`src/rtl/evflag_pkg.sv`:
```
package evflag_pkg;

    localparam int unsigned FLAG_N = 6;
    localparam int unsigned DATA_W = 8;
    localparam int unsigned ADDR_W = 3;
    localparam int unsigned SEL_W  = 2;

    // flag bit positions (shared by status, clear, mask words)
    localparam int unsigned F_ACK = 0;
    localparam int unsigned F_ALM = 1;
    localparam int unsigned F_SEC = 2;
    localparam int unsigned F_TIM = 3;
    localparam int unsigned F_CAL = 4;
    localparam int unsigned F_ERR = 5;

    typedef enum logic [ADDR_W-1:0] {
        A_CTRL   = 3'd0,
        A_CLEAR  = 3'd1,
        A_MSET   = 3'd2,
        A_MCLR   = 3'd3,
        A_STATUS = 3'd4,
        A_MASK   = 3'd5
    } reg_addr_e;

    typedef enum logic [SEL_W-1:0] {
        TS_MINUTE = 2'd0,
        TS_HOUR   = 2'd1,
        TS_MIDN   = 2'd2,
        TS_NOON   = 2'd3
    } time_sel_e;

    typedef enum logic [SEL_W-1:0] {
        CS_WEEK  = 2'd0,
        CS_MONTH = 2'd1,
        CS_YEAR  = 2'd2,
        CS_NONE  = 2'd3
    } cal_sel_e;

    typedef struct packed {
        cal_sel_e  cal;
        time_sel_e tim;
    } ctrl_t;

    typedef struct packed {
        logic [6:0] sec;
        logic [6:0] min;
        logic [5:0] hour;
        logic       pm;
        logic [2:0] wday;
        logic [5:0] date;
        logic [4:0] month;
    } stamp_t;

    function automatic logic hour_is_midnight(input stamp_t s, input logic h12);
        return h12 ? (s.hour == 6'h12 && !s.pm) : (s.hour == 6'h00);
    endfunction

    function automatic logic hour_is_noon(input stamp_t s, input logic h12);
        return h12 ? (s.hour == 6'h12 && s.pm) : (s.hour == 6'h12);
    endfunction

endpackage

```
`src/rtl/evflag_detect.sv`:
```
module evflag_detect
    import evflag_pkg::*;
(
    input  logic      clk,
    input  logic      rst,
    input  logic      tick_i,
    input  stamp_t    now_i,
    input  logic      hour12_i,
    input  ctrl_t     ctrl_i,
    output logic      sec_hit_o,
    output logic      tim_hit_o,
    output logic      cal_hit_o
);

    logic top_of_hour;
    logic day_start;
    logic noon_now;
    logic tim_match;
    logic cal_match;

    always_comb begin
        top_of_hour = (now_i.sec == 7'h00) && (now_i.min == 7'h00);
        day_start   = top_of_hour && hour_is_midnight(now_i, hour12_i);
        noon_now    = top_of_hour && hour_is_noon(now_i, hour12_i);

        unique case (ctrl_i.tim)
            TS_MINUTE: tim_match = (now_i.sec == 7'h00);
            TS_HOUR:   tim_match = top_of_hour;
            TS_MIDN:   tim_match = day_start;
            TS_NOON:   tim_match = noon_now;
            default:   tim_match = 1'b0;
        endcase

        unique case (ctrl_i.cal)
            CS_WEEK:  cal_match = (now_i.wday == 3'd1);
            CS_MONTH: cal_match = (now_i.date == 6'h01);
            CS_YEAR:  cal_match = (now_i.date == 6'h01) && (now_i.month == 5'h01);
            default:  cal_match = 1'b0;
        endcase
    end

    assign sec_hit_o = tick_i;
    assign tim_hit_o = tick_i && tim_match;
    assign cal_hit_o = tick_i && day_start && cal_match;


    cal_at_midnight_chk: assert property (@(posedge clk) disable iff (rst)
        cal_hit_o |-> (tick_i && now_i.sec == 7'h00 && now_i.min == 7'h00));


    tim_needs_tick_chk: assert property (@(posedge clk) disable iff (rst)
        tim_hit_o |-> sec_hit_o);

endmodule

```
`src/rtl/evflag_flags.sv`:
```
module evflag_flags #(
    parameter int unsigned N = 6
) (
    input  logic         clk,
    input  logic         rst,
    input  logic [N-1:0] set_i,
    input  logic [N-1:0] clr_i,
    output logic [N-1:0] flags_o
);

    logic [N-1:0] flags_q;

    for (genvar k = 0; k < N; k++) begin : g_bit
        always_ff @(posedge clk) begin
            if (rst)
                flags_q[k] <= 1'b0;
            else if (set_i[k])
                flags_q[k] <= 1'b1;
            else if (clr_i[k])
                flags_q[k] <= 1'b0;
        end


        set_sticks_chk: assert property (@(posedge clk) disable iff (rst)
            set_i[k] |=> flags_q[k]);


        clr_drops_chk: assert property (@(posedge clk) disable iff (rst)
            (clr_i[k] && !set_i[k]) |=> !flags_q[k]);


        idle_hold_chk: assert property (@(posedge clk) disable iff (rst)
            (!clr_i[k] && !set_i[k]) |=> $stable(flags_q[k]));
    end

    assign flags_o = flags_q;

endmodule

```
`src/rtl/evflag_mask.sv`:
```
module evflag_mask #(
    parameter int unsigned N = 6
) (
    input  logic         clk,
    input  logic         rst,
    input  logic [N-1:0] en_i,
    input  logic [N-1:0] dis_i,
    input  logic [N-1:0] flags_i,
    output logic [N-1:0] mask_o,
    output logic         irq_o
);

    logic [N-1:0] mask_q;

    always_ff @(posedge clk) begin
        if (rst)
            mask_q <= '0;
        else
            mask_q <= (mask_q | en_i) & ~(dis_i & ~en_i);
    end

    assign mask_o = mask_q;
    assign irq_o  = |(flags_i & mask_q);

    for (genvar k = 0; k < N; k++) begin : g_chk

        en_sets_chk: assert property (@(posedge clk) disable iff (rst)
            en_i[k] |=> mask_q[k]);


        dis_clears_chk: assert property (@(posedge clk) disable iff (rst)
            (dis_i[k] && !en_i[k]) |=> !mask_q[k]);


        mask_hold_chk: assert property (@(posedge clk) disable iff (rst)
            (!en_i[k] && !dis_i[k]) |=> $stable(mask_q[k]));
    end

endmodule

```
`src/rtl/event_flagger.sv`:
```
module event_flagger
    import evflag_pkg::*;
(
    input  logic              clk,
    input  logic              rst,
    input  logic              tick,
    input  logic [6:0]        now_sec,
    input  logic [6:0]        now_min,
    input  logic [5:0]        now_hour,
    input  logic              now_pm,
    input  logic [2:0]        now_wday,
    input  logic [5:0]        now_date,
    input  logic [4:0]        now_month,
    input  logic              hour12,
    input  logic [2:0]        aux_set,
    input  logic              wr_en,
    input  logic [ADDR_W-1:0] wr_addr,
    input  logic [DATA_W-1:0] wr_data,
    input  logic [ADDR_W-1:0] rd_addr,
    output logic [DATA_W-1:0] rd_data,
    output logic              irq
);

    localparam int unsigned CTRL_W = $bits(ctrl_t);

    ctrl_t             ctrl_q;
    stamp_t            now;
    logic              sec_hit, tim_hit, cal_hit;
    logic [FLAG_N-1:0] set_vec, clr_vec, en_vec, dis_vec;
    logic [FLAG_N-1:0] status, mask;
    logic              unused_hi;

    assign now = '{sec: now_sec, min: now_min, hour: now_hour, pm: now_pm,
                   wday: now_wday, date: now_date, month: now_month};

    // control register
    always_ff @(posedge clk) begin
        if (rst)
            ctrl_q <= '0;
        else if (wr_en && wr_addr == A_CTRL)
            ctrl_q <= ctrl_t'(wr_data[CTRL_W-1:0]);
    end

    evflag_detect u_detect (
        .clk      (clk),
        .rst      (rst),
        .tick_i   (tick),
        .now_i    (now),
        .hour12_i (hour12),
        .ctrl_i   (ctrl_q),
        .sec_hit_o(sec_hit),
        .tim_hit_o(tim_hit),
        .cal_hit_o(cal_hit)
    );

    always_comb begin
        set_vec        = '0;
        set_vec[F_ACK] = aux_set[0];
        set_vec[F_ALM] = aux_set[1];
        set_vec[F_SEC] = sec_hit;
        set_vec[F_TIM] = tim_hit;
        set_vec[F_CAL] = cal_hit;
        set_vec[F_ERR] = aux_set[2];
        clr_vec = (wr_en && wr_addr == A_CLEAR) ? wr_data[FLAG_N-1:0] : '0;
        en_vec  = (wr_en && wr_addr == A_MSET)  ? wr_data[FLAG_N-1:0] : '0;
        dis_vec = (wr_en && wr_addr == A_MCLR)  ? wr_data[FLAG_N-1:0] : '0;
    end

    assign unused_hi = ^wr_data[DATA_W-1:FLAG_N];

    evflag_flags #(.N(FLAG_N)) u_flags (
        .clk    (clk),
        .rst    (rst),
        .set_i  (set_vec),
        .clr_i  (clr_vec),
        .flags_o(status)
    );

    evflag_mask #(.N(FLAG_N)) u_mask (
        .clk    (clk),
        .rst    (rst),
        .en_i   (en_vec),
        .dis_i  (dis_vec),
        .flags_i(status),
        .mask_o (mask),
        .irq_o  (irq)
    );

    always_comb begin
        rd_data = '0;
        unique case (rd_addr)
            A_CTRL:   rd_data[CTRL_W-1:0] = ctrl_q;
            A_STATUS: rd_data[FLAG_N-1:0] = status;
            A_MASK:   rd_data[FLAG_N-1:0] = mask;
            default:  rd_data = '0;
        endcase
    end


    cal_none_chk: assert property (@(posedge clk) disable iff (rst)
        (ctrl_q.cal == CS_NONE && !status[F_CAL]) |=> !status[F_CAL]);


    irq_src_chk: assert property (@(posedge clk) disable iff (rst)
        irq |-> (status != '0 && mask != '0));


    reset_clean_chk: assert property (@(posedge clk)
        $past(rst) |-> (status == '0 && mask == '0 && !irq));

endmodule

```
`config.mk`:
```
export PLATFORM = sky130hd
export DESIGN_NAME = event_flagger
export DESIGN_NICKNAME = d
export VERILOG_FILES = /design/src/rtl/evflag_pkg.sv /design/src/rtl/evflag_detect.sv /design/src/rtl/evflag_flags.sv /design/src/rtl/evflag_mask.sv /design/src/rtl/event_flagger.sv
export SDC_FILE = /design/constraint.sdc
export NUM_CORES = 1
export LEC_CHECK = 0
export BUFFER_PORTS_ARGS = -buffer_cell sky130_fd_sc_hd__buf_2
export CAP_MARGIN = 20
export CORE_MARGIN = 5
export CORE_UTILIZATION = 43
export CTS_BUF_LIST = sky130_fd_sc_hd__clkbuf_2
export CTS_CLUSTER_DIAMETER = 80
export DETAILED_ROUTE_END_ITERATION = 12
export PLACE_DENSITY = 0.79
export SETUP_SLACK_MARGIN = 0.02
export SLEW_MARGIN = 10
export SYNTH_ARGS = -nofsm -noshare
export SYNTH_HDL_FRONTEND = slang
export SYNTH_SLANG_ARGS = --single-unit
```
`constraint.sdc`:
```
create_clock -name clk -period 1.7 [get_ports clk]
set_input_delay 0.34 -clock clk [delete_from_list [all_inputs] [get_ports clk]]
set_output_delay 0.34 -clock clk [all_outputs]
set_load 0.005 [all_outputs]
```
=== Yosys cells after proc, flatten, opt, wreduce, memory -nomap -nowiden ===
Cells that the tools add are included.

* Register bits after elaboration: 16

* Eq/ne operators: 14
* Multiplexer cells: 21
* Bitwise operators: 6
* Reduce and logical (&&, ||, !) cells: 28

{| class="wikitable"
|+ Operators with widths
! kind !! number
|-
| bitwise AND 6 bit || 3
|-
| 2-to-1 mux 6 bit || 3
|-
| zero test 7 bit || 2
|-
| 2-to-1 mux 1 bit || 14
|-
| logical AND 1 bit || 13
|-
| NOT 6 bit || 2
|-
| one-hot mux 4 bit (3 select lines) || 1
|-
| nonzero test 2 bit || 6
|-
| equality test 2 bit, second input constant || 3
|-
| equality test 3 x 1 -> 1 bit, second input constant || 2
|-
| equality test 3 x 2 -> 1 bit, second input constant || 2
|-
| equality test 3 bit, second input constant || 2
|-
| equality test 6 x 1 -> 1 bit, second input constant || 1
|-
| equality test 6 x 5 -> 1 bit, second input constant || 1
|-
| zero test 3 bit || 2
|-
| zero test 6 bit || 1
|-
| bitwise OR 6 bit || 1
|-
| OR reduction 6 bit || 1
|-
| equality test 5 x 1 -> 1 bit, second input constant || 1
|-
| equality test 2 x 1 -> 1 bit, second input constant || 2
|-
| zero test 2 bit || 2
|-
| one-hot mux 1 bit (4 select lines) || 1
|-
| one-hot mux 2 bit (2 select lines) || 1
|-
| one-hot mux 1 bit (3 select lines) || 1
|-
| zero test 1 bit || 1
|}

=== Depth between registers and ports, before layout ===
Gate-level depths: netlist (run 1).

* Depth in word-level cells: 7
* Depth in mapped cells: 5

=== Cells and area by module ===
A second synthesis (run 1) with hierarchy kept.

* Cells, all modules: 140
* Area, all modules: 1199.9 µm²

{| class="wikitable"
|+ By module, submodules not included
! module !! instances !! cells each !! area each (µm²) !! seq. area each (µm²)
|-
| event_flagger || 1 || 60 || 501.7 || 80.1
|-
| evflag_flags || 1 || 24 || 255.2 || 120.1
|-
| evflag_mask || 1 || 28 || 237.7 || 120.1
|-
| evflag_detect || 1 || 28 || 205.2 || 0.0
|}

=== Worst setup path after synthesis (run 1) ===
No wires, ideal clock.

* Path kind: in2out
* From: input rd_addr[0]
* To: output rd_data[0]
* Data arrival time: 1.150 ns
* Required time: 1.360 ns
* Path slack: 0.210 ns
* Cell stages on the path: 4
* Buffers on the path: 1
* Cell sequence: clkbuf_1 -> mux2_2 -> a22oi_1 -> nor2_1

* Word-level cells in the longest chain between the ends: 2
* Elaborated cells on any way between the ends: 4

{| class="wikitable"
|+ RTL lines
! element !! line !! text
|-
| from (decl) || event_flagger.sv:19 || <nowiki>input logic [ADDR_W-1:0] rd_addr,</nowiki>
|-
| equality test 3 bit or zero test 3 bit (tied branches) || event_flagger.sv:91 || <nowiki>unique case (rd_addr)</nowiki>
|-
| one-hot mux 4 bit (3 select lines) (*) || event_flagger.sv:91 ||
|-
| to (decl) || event_flagger.sv:20 || <nowiki>output logic [DATA_W-1:0] rd_data,</nowiki>
|}

Every way passes the cells marked *; elsewhere a longest branch is shown, timed or not.

=== Worst setup path after layout (run 1) ===
* From: register u_mask.mask_q[1], in the netlist u_mask.mask_o[1]
* To: output rd_data[1]

* Word-level cells in the longest chain between the ends: 1

{| class="wikitable"
|+ RTL lines
! element !! line !! text
|-
| from (decl) || evflag_mask.sv:13 || <nowiki>logic [N-1:0] mask_q;</nowiki>
|-
| from (signal assigned) || evflag_mask.sv:19 || <nowiki>mask_q <= (mask_q | en_i) & ~(dis_i & ~en_i);</nowiki>
|-
| one-hot mux 4 bit (3 select lines) || event_flagger.sv:91 ||
|}

Every way passes these cells.

==> metrics.md, run 1 <==
| Metric | Value |
|---|---|
| RSZ-0062 raised after global routing | true |
| CP bufs+invs | 1 |
| Clock Latency Late Sink | ~0.31 ns |
| Core Rows | 17 |
| Vias/cell | about 5.4 |
| Setup CP Type | flip-flop to output pin |
| Syn avg cell area | 8.64 um^2 |
| Die width | about 59 um |
| Reg2reg end | u_flags.flags_o[4]$_SDFFE_PP0P_ |
| Area taken by multi-input logic gates | approximately 680 um^2 |
| Initial drt markers | 28 |
| Crit Path Max Fanout | 3 |
| Tot Pwr | about 0.74 mW |
| GRT met2 Usage | 0.349 |
| Mapped Cells | between 100 and 150 |
| GRT met3 Usage | 0.0548 |
| Top-count cell post-synth | nor2_1 |
| Clock Sinks | 16 |
| Hold Crit Endpoint | u_flags.flags_o[1]$_SDFFE_PP0P_ |
| Setup crit end kind | output pin |
| Core Box Area | around 0.0022 mm^2 |
| Hpwl dp | about 2500 um |
| Detail-routed net length per standard cell | approximately 15 um |
| DRT antenna net count | 0 |
| Io pins | 66 |
| Most common flop cell mapped by yosys | dfxtp_1 |
| Final Hold Vio Count | 0 |
| Worst path slowest cell | dfxtp_2 |
| Worst Reg-to-Reg Cells | 4 |
| Sequential area share after synthesis | 0.314 |
| Critical R2R Launch | ctrl_q[2]$_SDFFE_PP0P_ |
| CTS tree | yes |
| Hold path startpoint | aux_set[1] |
| Seq cells post-synth | 16 |
| CTS buffer count | 3 |
| Seq. cell area | approximately 330 um^2 |
| Non-filler cells, final | between 200 and 250 |
| Clock buffer depth | 2 |
| Maximum number of pins on one net before global-route repair | 17 |
| M1 GR Usage | 0.207 |
| Run status | complete, no violations |
| GPL Wtd Cong | a little under 0.9 |
| Post-CTS setup buffers | 0 |
| FILL cells | around 220 |
| CP Cell Sequence | mux2_2 > a22oi_1 > nor2_1 > buf_2 |
| CTS Root Cell | clkbuf_2 |
| Max frequency | between 600 and 700 MHz |
| CP required | between 1 and 1.5 ns |
| Final Slew Violations | 0 |
| Die area | around 0.0034 mm^2 |
| Leading area contributor after synthesis | dfxtp_1 |
| Layout cells sized above 1 | 0.469 |
| Aggregate global-route resource usage | 0.190 |
| Critical path depth | 4 |
| Max-cap violations | 0 |
| Post-synth top cells | nor2_1, dfxtp_1, nand2_1 |
| Worst path arrival time | about 1.2 ns |
| Unique masters post-synth | 36 |
| Post-layout net count | approximately 240 |
| Syn-to-layout area delta | 34.8% |
| Synth Warn # | 0 |
| Final worst-path cycle share | 0.929 |
| PortBufs | about 60 |
| Placed insts | slightly above 200 |
| Top delay family on crit path | flip-flops |
| # H-tree levels | 1 |
| GRT Max-Usage Layer | met2 |
| Max stage delay on crit path | between 0.3 and 0.4 ns |
| Final setup viols | 0 |
| Number of global-route vias before repair | 1188 |
| Async set or reset register ratio after synthesis | 0 |
| Clk slew on worst S/H paths | 0.16 ns |
| Post-synth top area share | 0.314 |
| DR DRC count | 0 |
| DRT Wirelength | roughly 3000 um |
| Final Critical Period | ~1.6 ns |
| Number of synthesized flops with an enable pin | 0 |
| Max VDD drop | slightly below 500 uV |
| R2r setup slk | between 0.5 and 0.6 ns |
| Die Y | between 50 and 60 um |
| Final Skew | between 0.015 and 0.02 ns |
| Setup tns final | 0 ns |
| Antenna cells | 0 |
| Critical path startpoint category | flip-flop |
| Aggregate global routing overflow | 0 |
| Pwr dens | around 540 mW/mm^2 |
| Largest cells by area after synthesis | dfxtp_1, mux2i_1, nor2_1 |
| Min-Delay Path Class | primary input to flip-flop |
| Drt pass-1 iters | 4 |
| Initial antenna violation count | 0 |
| P_leak | 0.669 nW |
| Initial Util | 0.457 |
| Vias | 1123 |
| First-pass GRT wire length | ~5100 um |
| Mapped Area | 0.00102 mm^2 |
| Hold path depth | 3 |
==> worst reg2reg max path: stages, from the launching register on <==
cell     delay [ns]
dfxtp_1        0.37
nor2_1         0.11
nand4_1        0.10
a221o_1        0.33
o41ai_2        0.19
==> through the flow <==
| stage | hold slack (ns) | utilization | setup WS [ns] | cell area [um^2] |
|---|---|---|---|---|
| after global placement | 0.494 | 0.601 | 0.128 | 1340 |
| after detailed placement | 0.515 | 0.601 | 0.113 | 1340 |
| after global routing | 0.221 | 0.616 | 0.00916 | 1380 |
| final | 0.228 | 0.616 | 0.121 | 1380 |
| after CTS | 0.233 | 0.609 | 0.0934 | 1360 |
| after floorplan | 0.450 | - | 0.210 | 1020 |
==> where the power goes <==
part	internal (mW)	total (mW)	switching, mW
Clock	0.0510	0.172	0.121
Combinational	0.0856	0.166	0.0808
Sequential	0.388	0.398	0.0100
Total	0.524	0.737	0.212
==> what timing repair did <==
item / 4_1_cts / 5_1_grt
setup endpoints to repair: 0 / 3
resized for setup: 0 / 6
hold buffers: 0 / 0
==> area by class of cell <==
type | instances | area share
Tap cell | 28 | 0.0255
Clock inverter | 1 | 0.00273
Timing Repair Buffer | 62 | 0.227
Multi-Input combinational cell | 96 | 0.494
Sequential cell | 16 | 0.237
Clock buffer | 3 | 0.0109
Inverter | 1 | 0.00273
==> worst max path at each step <==
| stage | start | to |
|---|---|---|
| after global placement | now_min[2] | u_flags.flags_o[3]$_SDFFE_PP0P_ |
| after detailed placement | now_date[3] | u_flags.flags_o[4]$_SDFFE_PP0P_ |
| final | u_mask.mask_o[1]$_SDFF_PP0_ | rd_data[1] |
| after CTS | u_mask.mask_o[0]$_SDFF_PP0_ | rd_data[0] |
| after global routing | u_mask.mask_o[0]$_SDFF_PP0_ | rd_data[0] |
| after floorplan | rd_addr[0] | rd_data[0] |
==> metal layers <==
layer / vias up / routed length, um
met5: - / 0
li1: 555 / -
met4: 0 / 51
met2: 43 / 1600
met3: 6 / 245
met1: 519 / 1130
==> placed cells by master, fill, tap and decap left out, drive strengths merged, types with 2 or more instances in the layout <==
master,Yosys,routed
nor4,3,3
mux2,4,4
a21oi,5,5
nor4b,2,2
nor2,24,24
conb,1,2
a311oi,2,2
a22oi,7,7
nor3,2,2
nand2,13,13
buf,2,62
nand4,2,2
mux2i,11,11
dfxtp,16,16
nand3b,3,3
clkbuf,4,3
nor2b,2,2
==> cells by family (layout without fill, tap and decap cells) <==
group                  count (synthesis)  in the layout  synth area share
AOI/OAI and AO/OA                     22             22             0.164
buffers and inverters                  7             67            0.0331
DFF                                   16             16             0.314
muxes                                 15             15             0.152
other                                  1              2           0.00368
and+or+nand+nor                       57             57             0.333
==> sequential cells by signal (all words and copies together), names as in the netlist <==
signal           flops
ctrl_q               4
u_flags.flags_o      6
u_mask.mask_o        6
No activity file was read; power rests on OpenSTA's default activity.
==> run 2: changes to the inputs <==
Settings changed: CORE_UTILIZATION 43 to 47, PLACE_DENSITY 0.79 to 0.86.
Clock period 1.7 ns to 2 ns, I/O delays scaled along.
==> run 2 against run 1 <==
Clock skew rose by 0.0030 ns. Die area fell by 7.1%. Sequential cell count did not move. Critical path type is now primary input to output pin. Critical endpoint unchanged. Sequential share of layout area barely moved. Largest power group unchanged.
==> metrics.md, run 2 (same netlist as run 1, synthesis figures left out) <==
| Metric | Value |
|---|---|
| Core Rows | 16 (was 17) |
| Antenna cells | 0 (unchanged) |
| First-pass GRT wire length | 5020 um (was 5060 um) |
| Drt pass-1 iters | 4 (unchanged) |
| Pwr dens | 464 mW/mm^2 (was 536 mW/mm^2) |
| Detail-routed net length per standard cell | 14.5 um (was 14.7 um) |
| Aggregate global routing overflow | 0 (unchanged) |
| CP Cell Sequence | buf_2 > mux2_2 > a22oi_1 > nor2_1 > buf_2 (was mux2_2 > a22oi_1 > nor2_1 > buf_2) |
| Die area | 0.00320 mm^2 (was 0.00345 mm^2) |
| Aggregate global-route resource usage | 0.194 (was 0.190) |
| Clock Sinks | 16 (unchanged) |
| Worst setup margin | 0.335 ns (was 0.121 ns) |
| Most frequent cells in the layout | buf_2, nor2_1, dfxtp_1 (was buf_2, nor2_1, nand2_1) |
| Die Y | 56.6 um (was 58.7 um) |
| CTS buffer count | 3 (unchanged) |
| Initial Util | 0.504 (was 0.457) |
| # H-tree levels | 1 (unchanged) |
| Maximum number of pins on one net before global-route repair | 18 (was 17) |
| Post-layout net count | 236 (was 237) |
| Io pins | 66 (unchanged) |
| Hold-fix buffers, CTS | 0 (unchanged) |
| Most common cell after layout, fill and taps aside | buf_2 (unchanged) |
| CP most frequent cell | buf_2 |
| Post-CTS setup buffers | 0 (unchanged) |
| Final Critical Period | approximately 1.7 ns |
| Clock buffer depth | 2 (unchanged) |
| Max frequency | 601 MHz |
| DRT antenna net count | 0 (unchanged) |
| Final Skew | 0.0201 ns (was 0.0172 ns) |
| Vias | 1129 (was 1123) |
| Final worst-path cycle share | 0.832 |
| PortBufs | 61 (unchanged) |
| Critical path startpoint category | primary input (was flip-flop) |
| CP required | 1.60 ns (was 1.36 ns) |
| Layout cells sized above 1 | 0.433 (was 0.469) |
| Final setup viols | 0 (unchanged) |
| Initial antenna violation count | 0 (unchanged) |
| Syn-to-layout area delta | 32.5% (was 34.8%) |
| Setup crit end kind | output pin (unchanged) |
| Max-cap violations | 0 (unchanged) |
| Number of global-route vias before repair | 1211 (was 1188) |
| Clock Latency Late Sink | 0.31 ns (about the same) |
| CTS resizes | 0 (unchanged) |
| DR DRC count | 0 (unchanged) |
| DRT Wirelength | 2960 um (was 3030 um) |
| Die width | 56.6 um (was 58.7 um) |
| Max stage delay on crit path | 0.36 ns (about the same) |
| Clk slew on worst S/H paths | 0.17 ns (was 0.16 ns) |
| Setup tns final | 0 ns (unchanged) |
| Setup CP Type | primary input to output pin (was flip-flop to output pin) |
| Pre-CTS setup slack | 0.331 ns (was 0.113 ns) |
| Worst path slowest cell | mux2_2 (was dfxtp_2) |
| Worst path arrival time | 1.26 ns (was 1.24 ns) |
| Hpwl dp | 2490 um (was 2520 um) |
| Run status | complete, no violations (unchanged) |
| GPL Wtd Cong | 0.905 (was 0.877) |
| Crit Path Max Fanout | 7 (was 3) |
| Max VDD drop | 376 uV (was 489 uV) |
| Final Slew Violations | 0 (unchanged) |
| RSZ-0062 raised after global routing | false (was true) |
| Core Box Area | 0.00202 mm^2 (was 0.00223 mm^2) |
| Final Hold Vio Count | 0 (unchanged) |
| CTS tree | yes (unchanged) |
| P_leak | 0.662 nW (was 0.669 nW) |
| Initial drt markers | 29 (was 28) |
| FILL cells | 174 (was 221) |
| CTS Root Cell | clkbuf_2 (unchanged) |
| Vias/cell | 5.51 (was 5.43) |
| Min-Delay Path Class | primary input to flip-flop (unchanged) |
## run 2: routing by layer
metal,share of wire,track usage,vias up
met5,0,0,-
met4,0.019,0.0678,0
met3,0.057,0.0505,6
met2,0.55,0.378,41
met1,0.38,0.193,533
li1,-,-,549
## run 2: area by class of cell
cell class	instances	area [um^2]	area share
multi-input combinational	96	669	0.495
clock inverter	1	3.75	0.00278
tap	27	33.8	0.0250
inverter	1	3.75	0.00278
timing repair buffer	61	305	0.226
sequential	16	320	0.237
clock buffer	3	15.0	0.0111
## run 2: critical path: cells and delay by family
| family | cells | cell delay [ns] |
|---|---|---|
| AOI/OAI and AO/OA | 1 | 0.14 |
| buffers and inverters | 2 | 0.31 |
| muxes | 1 | 0.36 |
| and+or+nand+nor | 1 | 0.06 |
## run 2: stage by stage
step,hold slack (ns),utilization,instance area (um^2),total power [mW],instances
final,0.281,0.668,1350,0.627,205
after global routing,0.305,0.668,1350,0.655,205
after CTS,0.294,0.668,1350,0.624,205
after detailed placement,0.510,0.659,1330,0.482,201
after global placement,0.494,0.659,1330,0.474,201
after floorplan,0.470,-,1020,0.404,119
## run 2: path summary, 6_finish.rpt
kind / start / cells after the start / slack [ns] / end
setup / recovery: rd_addr[0] / 5 / 0.34 / rd_data[1]
hold reg to reg: u_flags.flags_o[2]$_SDFFE_PP0P_ / 2 / 0.54 / u_flags.flags_o[2]$_SDFFE_PP0P_
hold / removal: aux_set[1] / 3 / 0.28 / u_flags.flags_o[1]$_SDFFE_PP0P_
setup reg to reg: ctrl_q[2]$_SDFFE_PP0P_ / 4 / 0.76 / u_flags.flags_o[4]$_SDFFE_PP0P_
## run 2: power by group
part           switching (mW)  total (mW)  internal [mW]
Clock                   0.108       0.151         0.0434
Combinational          0.0670       0.138         0.0710
Sequential            0.00880       0.338          0.330
Total                   0.183       0.627          0.444
